**src/rtl/seq_pkg.sv**
```systemverilog
package seq_pkg;

   typedef enum logic [1:0] {
      PH_FETCH  = 2'b00,
      PH_DECODE = 2'b01,
      PH_EXEC   = 2'b10,
      PH_INT    = 2'b11
   } phase_e;

   typedef enum logic [1:0] {
      OPM_IMM = 2'b00,
      OPM_DIR = 2'b01,
      OPM_IND = 2'b10,
      OPM_RSV = 2'b11
   } opmode_e;

   // memory reads an operand mode costs before execution may start
   function automatic logic [1:0] opm_reads(input logic [1:0] mode);
      case (mode)
         OPM_DIR: opm_reads = 2'd1;
         OPM_IND: opm_reads = 2'd2;
         default: opm_reads = 2'd0;
      endcase
   endfunction

endpackage

```
**src/rtl/seq_ret_stack.sv**
```systemverilog
module seq_ret_stack #(
   parameter int DEPTH = 8,
   parameter int W     = 8
) (
   input  logic         clk,
   input  logic         rst,
   input  logic         push,
   input  logic         pop,
   input  logic [W-1:0] din,
   output logic [W-1:0] top,
   output logic         empty,
   output logic         full,
   output logic         ovf,
   output logic         unf
);
   localparam int CW = $clog2(DEPTH + 1);

   generate
      if (DEPTH < 1) begin : g_bad_depth
         $error("seq_ret_stack: DEPTH must be at least 1");
      end
      if (W < 1) begin : g_bad_width
         $error("seq_ret_stack: W must be at least 1");
      end
   endgenerate

   logic [CW-1:0] cnt;

   assign empty = (cnt == '0);
   assign full  = (cnt == CW'(DEPTH));

   generate
      if (DEPTH == 1) begin : g_single
         logic [W-1:0] slot;
         always_ff @(posedge clk) begin
            if (push && !full) slot <= din;
         end
         assign top = slot;
      end else begin : g_array
         localparam int IW = $clog2(DEPTH);
         logic [W-1:0] mem [DEPTH];
         always_ff @(posedge clk) begin
            if (push && !full) mem[IW'(cnt)] <= din;
         end
         assign top = mem[IW'(cnt - CW'(1))];
      end
   endgenerate

   always_ff @(posedge clk) begin
      if (rst) begin
         cnt <= '0;
         ovf <= 1'b0;
         unf <= 1'b0;
      end else begin
         if (push) begin
            if (full) ovf <= 1'b1;
            else      cnt <= cnt + CW'(1);
         end else if (pop) begin
            if (empty) unf <= 1'b1;
            else       cnt <= cnt - CW'(1);
         end
      end
   end

   // a push into a full stack leaves the depth alone and flags overflow
   p_no_overflow_r8: assert property (@(posedge clk) disable iff (rst)
      (push && full) |=> (ovf && full));

   // a pop from an empty stack flags underflow and keeps it empty
   p_pop_empty_r9: assert property (@(posedge clk) disable iff (rst)
      (pop && !push && empty) |=> (unf && empty));

   // flags are sticky
   p_sticky_flags_r8: assert property (@(posedge clk) disable iff (rst)
      (ovf || unf) |=> (($past(ovf) -> ovf) && ($past(unf) -> unf)));

endmodule

```
**src/rtl/seq_phase_fsm.sv**
```systemverilog
module seq_phase_fsm
   import seq_pkg::*;
(
   input  logic       clk,
   input  logic       rst,
   input  logic       imem_ack,
   input  logic       dec_done,
   input  logic [1:0] dec_opmode,
   input  logic       dec_reti,
   input  logic       dec_eni,
   input  logic       opnd_ack,
   input  logic       exe_done,
   input  logic       irq,
   output logic [1:0] phase,
   output logic       int_en,
   output logic       opnd_req,
   output logic       opnd_ptr,
   output logic       exe_req,
   output logic       adv_pc,
   output logic       do_push,
   output logic       do_pop,
   output logic       ld_vec
);
   phase_e     ph_q, ph_d;
   logic       ie_q;
   logic       reti_q;
   logic       eni_q;
   logic       ind_q;
   logic [1:0] rd_left;
   logic       boundary;
   logic       take_int;

   assign phase  = ph_q;
   assign int_en = ie_q;

   always_comb begin
      opnd_req = (ph_q == PH_EXEC) && (rd_left != 2'd0);
      opnd_ptr = opnd_req && ind_q && (rd_left == 2'd2);
      exe_req  = (ph_q == PH_EXEC) && (rd_left == 2'd0);
      boundary = exe_req && exe_done;
      adv_pc   = (ph_q == PH_FETCH) && imem_ack;
      do_push  = (ph_q == PH_INT);
      ld_vec   = (ph_q == PH_INT);
      do_pop   = boundary && reti_q;
      take_int = boundary && !reti_q && irq && ie_q;

      ph_d = ph_q;
      case (ph_q)
         PH_FETCH:  if (imem_ack) ph_d = PH_DECODE;
         PH_DECODE: if (dec_done) ph_d = PH_EXEC;
         PH_EXEC:   if (boundary) ph_d = take_int ? PH_INT : PH_FETCH;
         default:   ph_d = PH_FETCH;
      endcase
   end

   always_ff @(posedge clk) begin
      if (rst) begin
         ph_q    <= PH_FETCH;
         ie_q    <= 1'b0;
         reti_q  <= 1'b0;
         eni_q   <= 1'b0;
         ind_q   <= 1'b0;
         rd_left <= 2'd0;
      end else begin
         ph_q <= ph_d;
         if (ph_q == PH_DECODE && dec_done) begin
            reti_q  <= dec_reti;
            eni_q   <= dec_eni;
            ind_q   <= (dec_opmode == OPM_IND);
            rd_left <= opm_reads(dec_opmode);
         end else if (opnd_req && opnd_ack) begin
            rd_left <= rd_left - 2'd1;
         end
         if (ph_q == PH_INT)
            ie_q <= 1'b0;
         else if (boundary && (reti_q || eni_q))
            ie_q <= 1'b1;
      end
   end

   // decode is only ever reached from fetch
   p_order_r2: assert property (@(posedge clk) disable iff (rst)
      (ph_q == PH_DECODE) |-> ($past(ph_q) == PH_FETCH || $past(ph_q) == PH_DECODE));

   // the pointer lookup is followed by one more read, never by execute
   p_ptr_then_read_r3: assert property (@(posedge clk) disable iff (rst)
      (opnd_ptr && opnd_ack) |=> (opnd_req && !opnd_ptr && !exe_req));

   // interrupt entry only directly after an execute phase
   p_entry_at_boundary_r4: assert property (@(posedge clk) disable iff (rst)
      (ph_q == PH_INT) |-> ($past(ph_q) == PH_EXEC && $past(exe_done) && $past(irq)));

   // entry phase lasts one cycle and leaves interrupts disabled
   p_single_entry_r5: assert property (@(posedge clk) disable iff (rst)
      (ph_q == PH_INT) |=> (ph_q == PH_FETCH && !ie_q));

   // a return goes straight to fetch with interrupts enabled
   p_return_no_entry_r6: assert property (@(posedge clk) disable iff (rst)
      do_pop |=> (ph_q == PH_FETCH && ie_q));

endmodule

```
**src/rtl/instr_cycle_seq.sv**
```systemverilog
module instr_cycle_seq
   import seq_pkg::*;
#(
   parameter int              ADDR_W      = 8,
   parameter int              INSTR_W     = 16,
   parameter int              STACK_DEPTH = 8,
   parameter logic [ADDR_W-1:0] VECTOR    = 8'hF0
) (
   input  logic               clk,
   input  logic               rst,
   output logic               imem_req,
   output logic [ADDR_W-1:0]  imem_addr,
   input  logic               imem_ack,
   input  logic [INSTR_W-1:0] imem_data,
   output logic               dec_req,
   output logic [INSTR_W-1:0] dec_instr,
   input  logic               dec_done,
   input  logic [1:0]         dec_opmode,
   input  logic               dec_reti,
   input  logic               dec_eni,
   output logic               opnd_req,
   output logic               opnd_ptr,
   input  logic               opnd_ack,
   output logic               exe_req,
   input  logic               exe_done,
   input  logic               irq,
   output logic [1:0]         phase,
   output logic               int_en,
   output logic               stk_ovf,
   output logic               stk_unf
);
   generate
      if (ADDR_W < 2) begin : g_bad_addr
         $error("instr_cycle_seq: ADDR_W must be at least 2");
      end
      if (INSTR_W < 1) begin : g_bad_instr
         $error("instr_cycle_seq: INSTR_W must be at least 1");
      end
   endgenerate

   logic [ADDR_W-1:0]  pc;
   logic [INSTR_W-1:0] ir;
   logic [ADDR_W-1:0]  stk_top;
   logic               stk_empty;
   logic               stk_full;
   logic               adv_pc, do_push, do_pop, ld_vec;

   seq_phase_fsm u_fsm (
      .clk        (clk),
      .rst        (rst),
      .imem_ack   (imem_ack),
      .dec_done   (dec_done),
      .dec_opmode (dec_opmode),
      .dec_reti   (dec_reti),
      .dec_eni    (dec_eni),
      .opnd_ack   (opnd_ack),
      .exe_done   (exe_done),
      .irq        (irq),
      .phase      (phase),
      .int_en     (int_en),
      .opnd_req   (opnd_req),
      .opnd_ptr   (opnd_ptr),
      .exe_req    (exe_req),
      .adv_pc     (adv_pc),
      .do_push    (do_push),
      .do_pop     (do_pop),
      .ld_vec     (ld_vec)
   );

   seq_ret_stack #(
      .DEPTH (STACK_DEPTH),
      .W     (ADDR_W)
   ) u_stack (
      .clk   (clk),
      .rst   (rst),
      .push  (do_push),
      .pop   (do_pop),
      .din   (pc),
      .top   (stk_top),
      .empty (stk_empty),
      .full  (stk_full),
      .ovf   (stk_ovf),
      .unf   (stk_unf)
   );

   // the push reads the old pc in the same edge that loads the vector
   always_ff @(posedge clk) begin
      if (rst) begin
         pc <= '0;
         ir <= '0;
      end else begin
         if (do_pop && !stk_empty) pc <= stk_top;
         else if (ld_vec)          pc <= VECTOR;
         else if (adv_pc)          pc <= pc + ADDR_W'(1);
         if (adv_pc) ir <= imem_data;
      end
   end

   assign imem_req  = (phase == PH_FETCH);
   assign imem_addr = pc;
   assign dec_req   = (phase == PH_DECODE);
   assign dec_instr = ir;

   // popping an empty stack must not move the program counter
   p_pop_empty_holds_pc_r9: assert property (@(posedge clk) disable iff (rst)
      (do_pop && stk_empty) |=> (pc == $past(pc)));

   // entry fetches from the vector next
   p_vector_fetch_r5: assert property (@(posedge clk) disable iff (rst)
      (phase == PH_INT) |=> (imem_req && imem_addr == VECTOR));

endmodule

```
**config.mk**
```make
export PLATFORM = sky130hd
export DESIGN_NAME = instr_cycle_seq
export DESIGN_NICKNAME = d
export VERILOG_FILES = /design/src/rtl/seq_pkg.sv /design/src/rtl/seq_ret_stack.sv /design/src/rtl/seq_phase_fsm.sv /design/src/rtl/instr_cycle_seq.sv
export SDC_FILE = /design/constraint.sdc
export NUM_CORES = 1
export LEC_CHECK = 0
export BUFFER_PORTS_ARGS = -buffer_cell sky130_fd_sc_hd__buf_2
export CAP_MARGIN = 20
export CORE_UTILIZATION = 40
export DETAILED_ROUTE_END_ITERATION = 8
export GPL_TIMING_DRIVEN = 0
export PLACE_DENSITY_LB_ADDON = 0.3
export SKIP_CTS_REPAIR_TIMING = 1
export SYNTH_ARGS = -nofsm -noshare
export SYNTH_HDL_FRONTEND = slang
export SYNTH_SLANG_ARGS = --single-unit
```
**constraint.sdc**
```tcl
create_clock -name clk -period 3.1 [get_ports clk]
set_clock_uncertainty 0.2 [all_clocks]
set_input_delay 0.62 -clock clk [delete_from_list [all_inputs] [get_ports clk]]
set_output_delay 0.62 -clock clk [all_outputs]
set_load 0.01 [all_outputs]
```
==> impl_metrics.tcl, run 1 <==
set metrics [dict create \
    outcome "finished clean" \
    antenna_found_initial 0 \
    hold_path_class "flip-flop to flip-flop" \
    rrSetupSlack_ns 0.19 \
    critPathKind "flip-flop to flip-flop" \
    period_share_pct 93.76 \
    drv_slew 0 \
    synth_top_family_by_area "simple AND/OR/NAND/NOR gates" \
    core_area_um2 10320 \
    die_area_um2 11040 \
    synth-main-ff-cell "edfxtp_1" \
    avgSynthCellArea_um2 12.69 \
    cts_buffer_depth 2 \
    leakage_nw 1.875 \
    r2r_start "u_stack.cnt[0]" \
    cts_tree "yes" \
    tightest_slew_ns 0.9427 \
    synth.area.mux_share_pct 9.302 \
    drtIter0Drc 358 \
    powerDensity_nw_per_um2 487.8 \
    rr_endpoint "imem_addr[3]" \
    period_needed_ns 2.906 \
    post-dp-hpwl_um 6377 \
    drc 0 \
    synth_warnings 0 \
    cts_buffers 9 \
    hold_path_depth 2 \
    peakVddDrop_mv 0.2711 \
    drive_gt1_share_pct 29.02 \
    drt_pre_antenna_iters 4 \
    min-delay-start "dec_instr[8]" \
    fmax_ghz 0.3441 \
    grtUsageTotal_pct 17.73 \
    synth_fa_ha_area_share_pct 1.472 \
    vias 2936 \
    synthXorXnorAreaFrac_pct 1.413 \
    antenna_cells 0 \
    routed_wirelength_um 9387 \
    port-buffer-count 60 \
    holdPathEnd "dec_instr[8]" \
    grt_max_degree 20 \
    worstSetupEndpointType "flip-flop" \
    synth_cell_types 46 \
    ant_nets 0 \
    grt_setup_unrepaired "false" \
    cap_violations 0 \
    syn_area_um2 4250 \
    critPathMaxFanout 10 \
    syn_to_final_growth_pct 19.08 \
    synth_edf_count 64 \
    fin_nets 444 \
    critPathArrivalTime_ns 2.94 \
    path_clk_slew_ns 0.10 \
    cts_sinks 102 \
    gp_congestion 0.7961 \
    synth_top_area_share_pct 45.22 \
    finalCoreUtilization_pct 49.02 \
    setup_viol 0 \
    ys_seq_elements 102 \
    viasPerCell 5.309 \
    die_w_um 105.1 \
    synth.area.top_cells "edfxtp_1 45%, dfxtp_1 18%, mux4_2 7.4%, nand2_1 4.4%, a21oi_1 3.3%" \
    synthCells 335 \
    dieHeight_um 105.1 \
    initial_core_util_pct 41.17 \
    overflow 0 \
    rows 37 \
    synth_compound_area_share_pct 8.979 \
    ys_seq_area_share_pct 63.11 \
    r2r_cells 10 \
    hold_viol_final 0 \
    io_pins 61 \
    maxSlewHeadroom_pct 36.92 \
    syn-num-nets 367 \
    yosys.area.top_type "edfxtp_1" \
    wl_per_cell_um 16.97 \
    grt_pass1_wl_um 14570 \
    cts_root_buffer "clkbuf_8" \
    clk_latency_ns 0.37 \
    synth-simple-area-share_pct 13.01 \
    fillers 888 \
    h-tree-depth 3 \
    synthArstFlopShare_pct 0 \
    required_ns 3.13 \
    start_kind "flip-flop" \
    fin_tns_setup_ns 0 \
    grt_pass1_vias 2808 \
]
==> synthesized netlist by cell type (5+ instances only) <==
cell      count
a21oi_1      28
nor2_1       22
dfxtp_1      38
a31oi_1       5
buf_2         5
mux4_2       14
clkbuf_1      5
nand3_1       8
inv_1         5
a211oi_1      5
mux2i_1       8
nor2b_1       7
nand2_1      50
ha_1          5
edfxtp_1     64
nor3_1        6
==> cells in the final DEF (no fill, tap or decap), types with 3 or more instances in the layout <==
cell and n:
buf_2 66, edfxtp_1 64, nand2_1 50, dfxtp_1 38
a21oi_1 27, nor2_1 19, mux4_2 14, clkbuf_8 9
mux2i_1 8, nand3_1 8, nor2b_1 7, buf_4 6
inv_1 5, clkbuf_1 5, a31oi_1 5, a211oi_1 5
ha_1 5, and2_1 4, and3_1 4, o21ai_0 4
nor3_1 4, nor2_4 3, nand2b_1 3, xnor2_1 3
a311oi_1 3, inv_6 3, buf_12 3
==> how the worst max path moves through the flow <==
stage / start / endpoint / slack (ns) / cells after the start
2_1_floorplan: u_stack.cnt[0] / u_stack.g_array.mem[0][0] / 0.11 / 8
3_3_place_gp: u_stack.cnt[0] / u_stack.g_array.mem[0][1] / -1.01 / 8
5_1_grt: u_stack.cnt[0] / imem_addr[7] / 0.01 / 9
4_1_cts: u_stack.cnt[0] / u_stack.g_array.mem[2][1] / -0.67 / 8
6_report: u_stack.cnt[0] / imem_addr[3] / 0.19 / 10
3_5_place_dp: u_stack.cnt[0] / u_stack.g_array.mem[2][1] / -0.63 / 8
==> critical path, cell delays in order, from the launching register on <==
cell	delay (ns)
dfxtp_1	0.41
buf_6	0.21
buf_4	0.23
inv_1	0.15
ha_1	0.31
buf_2	0.20
inv_2	0.17
mux4_2	0.55
nand2b_1	0.16
nand3_1	0.10
a211oi_2	0.07
==> power by group <==
group          switching [mW]  internal (mW)
registers              0.0321           1.47
logic                  0.0995         0.0659
clock network           0.489          0.312
total                   0.621           1.85
==> through the flow <==
| step | instance area, µm² | hold WS (ns) | power [mW] | setup WS, ns | instances |
|---|---|---|---|---|---|
| 2_1_floorplan | 4250 | 0.2319 | 1.619 | 0.1056 | 335 |
| 3_3_place_gp | 4721 | 0.2394 | 1.690 | -1.013 | 531 |
| 3_5_place_dp | 4731 | 0.2430 | 1.695 | -0.6330 | 531 |
| 4_1_cts | 4917 | 0.2502 | 2.484 | -0.6702 | 547 |
| 5_1_grt | 5061 | 0.2521 | 2.564 | 0.01031 | 553 |
| 6_report | 5061 | 0.2567 | 2.469 | 0.1936 | 553 |
==> sequential cells by signal, summed over array words and instances, names as in the netlist <==
| signal | cells |
|---|---|
| u_stack.g_array.mem | 64 |
| u_fsm.int_en | 1 |
| dec_instr | 16 |
| u_stack.unf | 1 |
| u_fsm.ind_q | 1 |
| u_stack.cnt | 4 |
| u_fsm.rd_left | 2 |
| u_fsm.phase | 2 |
| u_fsm.eni_q | 1 |
| imem_addr | 8 |
| u_stack.ovf | 1 |
| u_fsm.reti_q | 1 |
==> area by class of cell <==
type / count / area, µm² / area share [%]
timing repair buffer: 66 / 382.9 / 7.565
clock inverter: 7 / 62.56 / 1.236
clock buffer: 9 / 123.9 / 2.447
buffer: 18 / 101.3 / 2.002
multi-input combinational: 209 / 1515 / 29.94
inverter: 6 / 22.52 / 0.4450
sequential: 102 / 2683 / 53.00
tap: 136 / 170.2 / 3.362
==> cells by family after synthesis <==
logic type / Yosys count
AO/OA/AOI/OAI: 59
XOR/XNOR: 6
adder cells (fa/ha/maj): 5
buffers and inverters: 24
flip-flops: 102
multiplexers: 22
AND/OR/NAND/NOR: 117
==> metal layers <==
metal / GRT usage, % / routed length (µm)
met3: 3.930 / 607
met4: 7.646 / 169
met1: 23.76 / 4139
met5: 0 / 0
met2: 27.72 / 4470
Note: power is estimated with default switching activity, not from simulation.
==> run 2: changes to the inputs <==
ABC_AREA = 1   (was unset)
BUFFER_PORTS_ARGS = unset   (was -buffer_cell sky130_fd_sc_hd__buf_2)
DONT_BUFFER_PORTS = 1   (was unset)
PLACE_DENSITY = 0.59   (was unset)
PLACE_DENSITY_LB_ADDON = unset   (was 0.3)
==> run 2 against run 1 <==
Against the previous run:
- non-clock buffer count fell by 58
- sequential share of layout area fell by 0.34 points
- via count rose by 17%
- combinational power rose to 3.9 times the previous value
- die area rose by 6.3%
- final area rose by 0.64%
- critical endpoint is now u_stack.g_array.mem[6][0]
- largest power group unchanged
==> impl_metrics.tcl, run 2 <==
set metrics [dict create \
    outcome "finished clean" \
    fin_nets 555 \
    finalInstanceArea_um2 5094 \
    wl_met1_um 4766 \
    grt_pass1_wl_um 17060 \
    drtIter0Drc 227 \
    vias 3434 \
    synth-main-ff-cell "edfxtp_1" \
    syn_to_final_growth_pct 12.65 \
    topRoutingLayerUsed "met4" \
    antenna_cells 0 \
    avgSynthCellArea_um2 8.936 \
    viasPerCell 5.141 \
    tightest_slew_ns 0.8755 \
    instances_no_fill 668 \
    ys_seq_area_share_pct 59.32 \
    hold_viol_final 0 \
    powerDensity_nw_per_um2 734.3 \
    largest_register "u_stack.g_array.mem" \
    critPathKind "flip-flop to flip-flop" \
    cp.buffers_inverters 5 \
    ys_seq_elements 102 \
    cts_tree "yes" \
    routed_wirelength_um 10610 \
    synth_cell_types 30 \
    slowest_stage "or2_2" \
    wl_per_cell_um 15.88 \
    synth_top_area_share_pct 42.50 \
    worst_slack_ns 0.1376 \
    peakVddDrop_mv 0.4229 \
    crit_path_max_incr_delay_ns 0.35 \
    period_needed_ns 2.962 \
    drive_gt1_share_pct 9.848 \
    layout_commonest_cell "nor2_1" \
    h-tree-depth 3 \
    dr_wl_met2_um 4917 \
    place_area_um2 4726 \
    path_clk_slew_ns 0.07 \
    syn_area_um2 4522 \
    cap_violations 0 \
    syn-num-nets 538 \
    antenna_found_initial 0 \
    grt_setup_unrepaired "true" \
    crit_path_cell_trace "buf_2 > inv_1 > buf_2 > buf_2 > ha_1 > nand2_2 > o21ai_4 > or2_2 > nor3_4 > clkbuf_2" \
    maxSlewHeadroom_pct 41.42 \
    clk_latency_ns 0.34 \
    rows 38 \
    cts_buffers 9 \
    io_pins 61 \
    cts_sinks 102 \
    path_common_cell "buf_2" \
    critPathMaxFanout 10 \
    cp_top_family "buffers and inverters" \
    drt_pre_antenna_iters 5 \
    final_cell_mix "102 x nor2_1, 74 x nand2_1, 64 x edfxtp_1" \
    wl_met3_um 821 \
    die_area_um2 11730 \
    drc 0 \
    port-buffer-count 0 \
    grtUsageTotal_pct 19.50 \
    gp_congestion 0.8409 \
    leakage_nw 2.026 \
    worstSetupEndpointType "flip-flop" \
    cts_root_buffer "clkbuf_16" \
    synth.area.top_cells "edfxtp_1 43%, dfxtp_1 17%, nor2_1 8.6%, nand2_1 6.1%, o21ai_0 5.8%" \
    fmax_ghz 0.3376 \
    yosys.area.top_type "edfxtp_1" \
    synth_warnings 0 \
    die_w_um 108.3 \
    synth_edf_count 64 \
    drv_slew 0 \
    ant_nets 0 \
    largest_register_ffs 64 \
    yosysMostFrequentCell "nor2_1" \
    initial_core_util_pct 41.35 \
    yosys-top-cells-count "104 x nor2_1, 74 x nand2_1, 64 x edfxtp_1" \
    synthArstFlopShare_pct 0 \
    pre_cts_slack_ns -0.2813 \
    required_ns 2.94 \
    overflow 0 \
    cts_buffer_depth 2 \
    core_area_um2 10940 \
    total_power_mw 3.740 \
    grt_max_degree 18 \
    post-place-cells 649 \
    setup_viol 0 \
    post-dp-hpwl_um 7361 \
    fin_tns_setup_ns 0 \
    period_share_pct 95.56 \
    grt_pass1_vias 3390 \
    hold_path_class "primary input to flip-flop" \
    synthCells 506 \
    critPathArrivalTime_ns 2.80 \
    dieHeight_um 108.3 \
    start_kind "flip-flop" \
]
## run 2: layout make-up
class / instances / area (µm²)
fill: 1074 / 5842
sequential: 102 / 2683
multi-input combinational: 336 / 1618
clock buffer: 9 / 225.2
inverter: 48 / 183.9
tap: 140 / 175.2
buffer: 20 / 92.59
clock inverter: 7 / 73.82
timing repair buffer: 6 / 42.54
## run 2: final timing paths
kind	from	endpoint	slack (ns)	cells after the start
setup / recovery	u_stack.cnt[0]	u_stack.g_array.mem[6][0]	0.14	10
hold reg to reg	u_fsm.eni_q	u_fsm.eni_q	0.26	2
hold / removal	imem_data[14]	dec_instr[14]	0.21	2
setup reg to reg	u_stack.cnt[0]	u_stack.g_array.mem[6][0]	0.14	10
## run 2: cells by family after synthesis
group | synth area share [%]
flip-flops | 59.32
XOR/XNOR | 0.9684
adder cells (fa/ha/maj) | 1.384
buffers and inverters | 5.949
AO/OA/AOI/OAI | 8.689
AND/OR/NAND/NOR | 23.69
## run 2: power by group
part | switching (mW) | leakage (nW) | total, mW | internal (mW)
clock | 0.493 | 0.130 | 1.12 | 0.626
combinational | 0.421 | 0.996 | 0.643 | 0.222
sequential | 0.301 | 0.900 | 1.98 | 1.68
## run 2: routing by layer
layer  global-route usage, %  vias up
li1                        -     1714
met1                   25.08     1599
met2                   32.21      111
met3                   5.726       10
met4                   4.826        0
met5                       0        -
## run 2: worst reg2reg max path, stage by stage, from the launching register on
cell and delay, ns:
dfxtp_1 0.33, buf_2 0.22, inv_1 0.09, buf_2 0.20
buf_2 0.22, ha_1 0.32, nand2_2 0.15, o21ai_4 0.11
or2_2 0.35, nor3_4 0.23, clkbuf_2 0.25
## run 2: metrics by stage
stage | utilization [%] | hold WS (ns)
3_3_place_gp | 42.95 | 0.2470
3_5_place_dp | 43.22 | 0.2512
6_report | 46.58 | 0.2090
2_1_floorplan | - | 0.2299
4_1_cts | 45.95 | 0.2062
5_1_grt | 46.58 | 0.2008
==> run 3: changes to the inputs <==
MAX_ROUTING_LAYER = met4   (was unset)
SYNTH_HIERARCHICAL = 1   (was unset)
==> run 3 against run 2 <==
Against the previous run:
- maximum frequency up 9.0%
- die area is essentially flat
- worst hold slack got worse by 0.071 ns
- utilization down 0.22 points
- register-to-register slack improved by 0.24 ns
- clock power rose by 8%
- first-iteration DRC count is 5.7% lower
- sequential share of layout area up 0.25 points
- count of clock-buffer cells in the layout unchanged
- area after synthesis hardly changed
- largest cell class unchanged
==> impl_metrics.tcl, run 3 <==
set metrics [dict create \
    worstSetupEndpointType "flip-flop" \
    peakVddDrop_mv 0.3883 \
    rows 38 \
    hold_path_class "primary input to flip-flop" \
    tightest_slew_ns 0.8072 \
    crit_start "u_stack/cnt[0]" \
    viasPerCell 5.228 \
    maxSlewHeadroom_pct 45.77 \
    io_pins 61 \
    avgSynthCellArea_um2 9.271 \
    grt_pass1_wl_um 15880 \
    synth_warnings 6 \
    critPathArrivalTime_ns 2.75 \
    period_share_pct 87.71 \
    largest_register_ffs 64 \
    outcome "finished clean" \
    drtIter0Drc 214 \
    leakage_nw 2.009 \
    rrSetupSlack_ns 0.38 \
    initial_core_util_pct 41.37 \
    die_area_um2 11740 \
    drive_gt1_share_pct 14.17 \
    period_needed_ns 2.719 \
    overflow 0 \
    h-tree-depth 3 \
    r2r_start "u_stack/cnt[0]" \
    critPathMaxFanout 10 \
    cts_buffers 9 \
    grtUsageTotal_pct 18.44 \
    largest_register "u_stack/g_array.mem" \
    antenna_found_initial 0 \
    routed_wirelength_um 9829 \
    fin_tns_setup_ns 0 \
    r2r_cells 12 \
    drc 0 \
    port-buffer-count 0 \
    grt_setup_unrepaired "false" \
    antenna_cells 0 \
    synthCells 488 \
    vias 3388 \
    layout_commonest_cell "nor2_1" \
    syn_area_um2 4524 \
    critPathKind "flip-flop to flip-flop" \
    path_clk_slew_ns 0.07 \
    cts_tree "yes" \
    drt_pre_antenna_iters 5 \
    post-dp-hpwl_um 7005 \
    start_kind "flip-flop" \
    grt_max_degree 19 \
    grt_pass1_vias 3218 \
    crit_path_end "imem_addr[5]" \
    cap_violations 0 \
    fillers 1046 \
    syn-num-nets 520 \
    wl_per_cell_um 15.17 \
    core_area_um2 10940 \
    hold_viol_final 0 \
    ant_nets 0 \
    cts_root_buffer "clkbuf_16" \
    gp_congestion 0.8555 \
    clk_latency_ns 0.34 \
    die_w_um 108.4 \
    total_power_mw 4.190 \
    cts_buffer_depth 2 \
    setup_viol 0 \
    dieHeight_um 108.4 \
    powerDensity_nw_per_um2 826.5 \
    syn_to_final_growth_pct 12.06 \
    final_cell_mix "96 x nor2_1, 67 x nand2_1, 64 x edfxtp_1" \
    required_ns 3.14 \
    cts_sinks 102 \
    rr_endpoint "imem_addr[5]" \
    fin_nets 535 \
    fmax_ghz 0.3678 \
    drv_slew 0 \
]
-- run 3: changes by cell type in the layout (fill, tap and decap cells not counted), moves of 5 or more --
cell / delta
o21ai_0: -7
clkbuf_1: -6
o22ai_1: +16
inv_1: -7
nand2_2: +5
nand2_1: -7
o21ai_1: +20
nand3_1: -31
inv_2: +7
nor2_1: -6
-- run 3: how the worst min path moves through the flow --
stage	start	endpoint	slack, ns	cells after the start
4_1_cts	rst	imem_addr[3]	0.13	1
3_5_place_dp	u_fsm/eni_q	u_fsm/eni_q	0.25	2
5_1_grt	rst	imem_addr[3]	0.13	1
6_report	rst	u_fsm/ind_q	0.14	1
2_1_floorplan	u_fsm/eni_q	u_fsm/eni_q	0.23	2
3_3_place_gp	u_fsm/ind_q	u_fsm/ind_q	0.24	2
-- run 3: stage by stage --
step                      cells  hold WS (ns)  util [%]  worst slack, ns  cell area [µm²]
after floorplan             488        0.2289         -           0.6363             4524
after global placement      628        0.2403     42.97          -0.1530             4700
after detailed placement    632        0.2520     43.36           0.4301             4742
after CTS                   648        0.1282     46.36           0.4201             5070
after global routing        648        0.1285     46.36           0.1682             5070
final                       648        0.1383     46.36           0.3810             5070
-- run 3: layout make-up --
class	count	area (µm²)	share of cell area [%]
Timing Repair Buffer	4	30.03	0.5923
Multi-Input combinational cell	320	1560	30.78
Sequential cell	102	2683	52.91
Clock inverter	7	102.6	2.024
Clock buffer	9	225.2	4.442
Tap cell	140	175.2	3.455
Inverter	48	182.7	3.603
Buffer	18	111.4	2.196
-- run 3: worst max-delay path: stages (launching register included) --
cell	delay (ns)
dfxtp_1	0.39
inv_2	0.12
buf_2	0.21
ha_1	0.50
inv_2	0.15
buf_2	0.23
o21ai_1	0.10
o22ai_1	0.08
nand2_1	0.07
nand2_1	0.06
or2_2	0.29
a21oi_1	0.15
nor2_1	0.06
-- run 3: routing by layer --
layer	up-vias	track usage [%]	wire [µm]
li1	1665	-	-
met1	1585	23.17	4393
met2	127	29.75	4666
met3	11	4.039	634
met4	0	5.695	134
met5	-	-	0
-- run 3: where the power goes --
part,internal (mW),switching [mW],leakage [nW]
Combinational,0.376,0.736,0.973
Sequential,1.64,0.228,0.879
Clock,0.717,0.492,0.157
Total,2.73,1.46,2.01
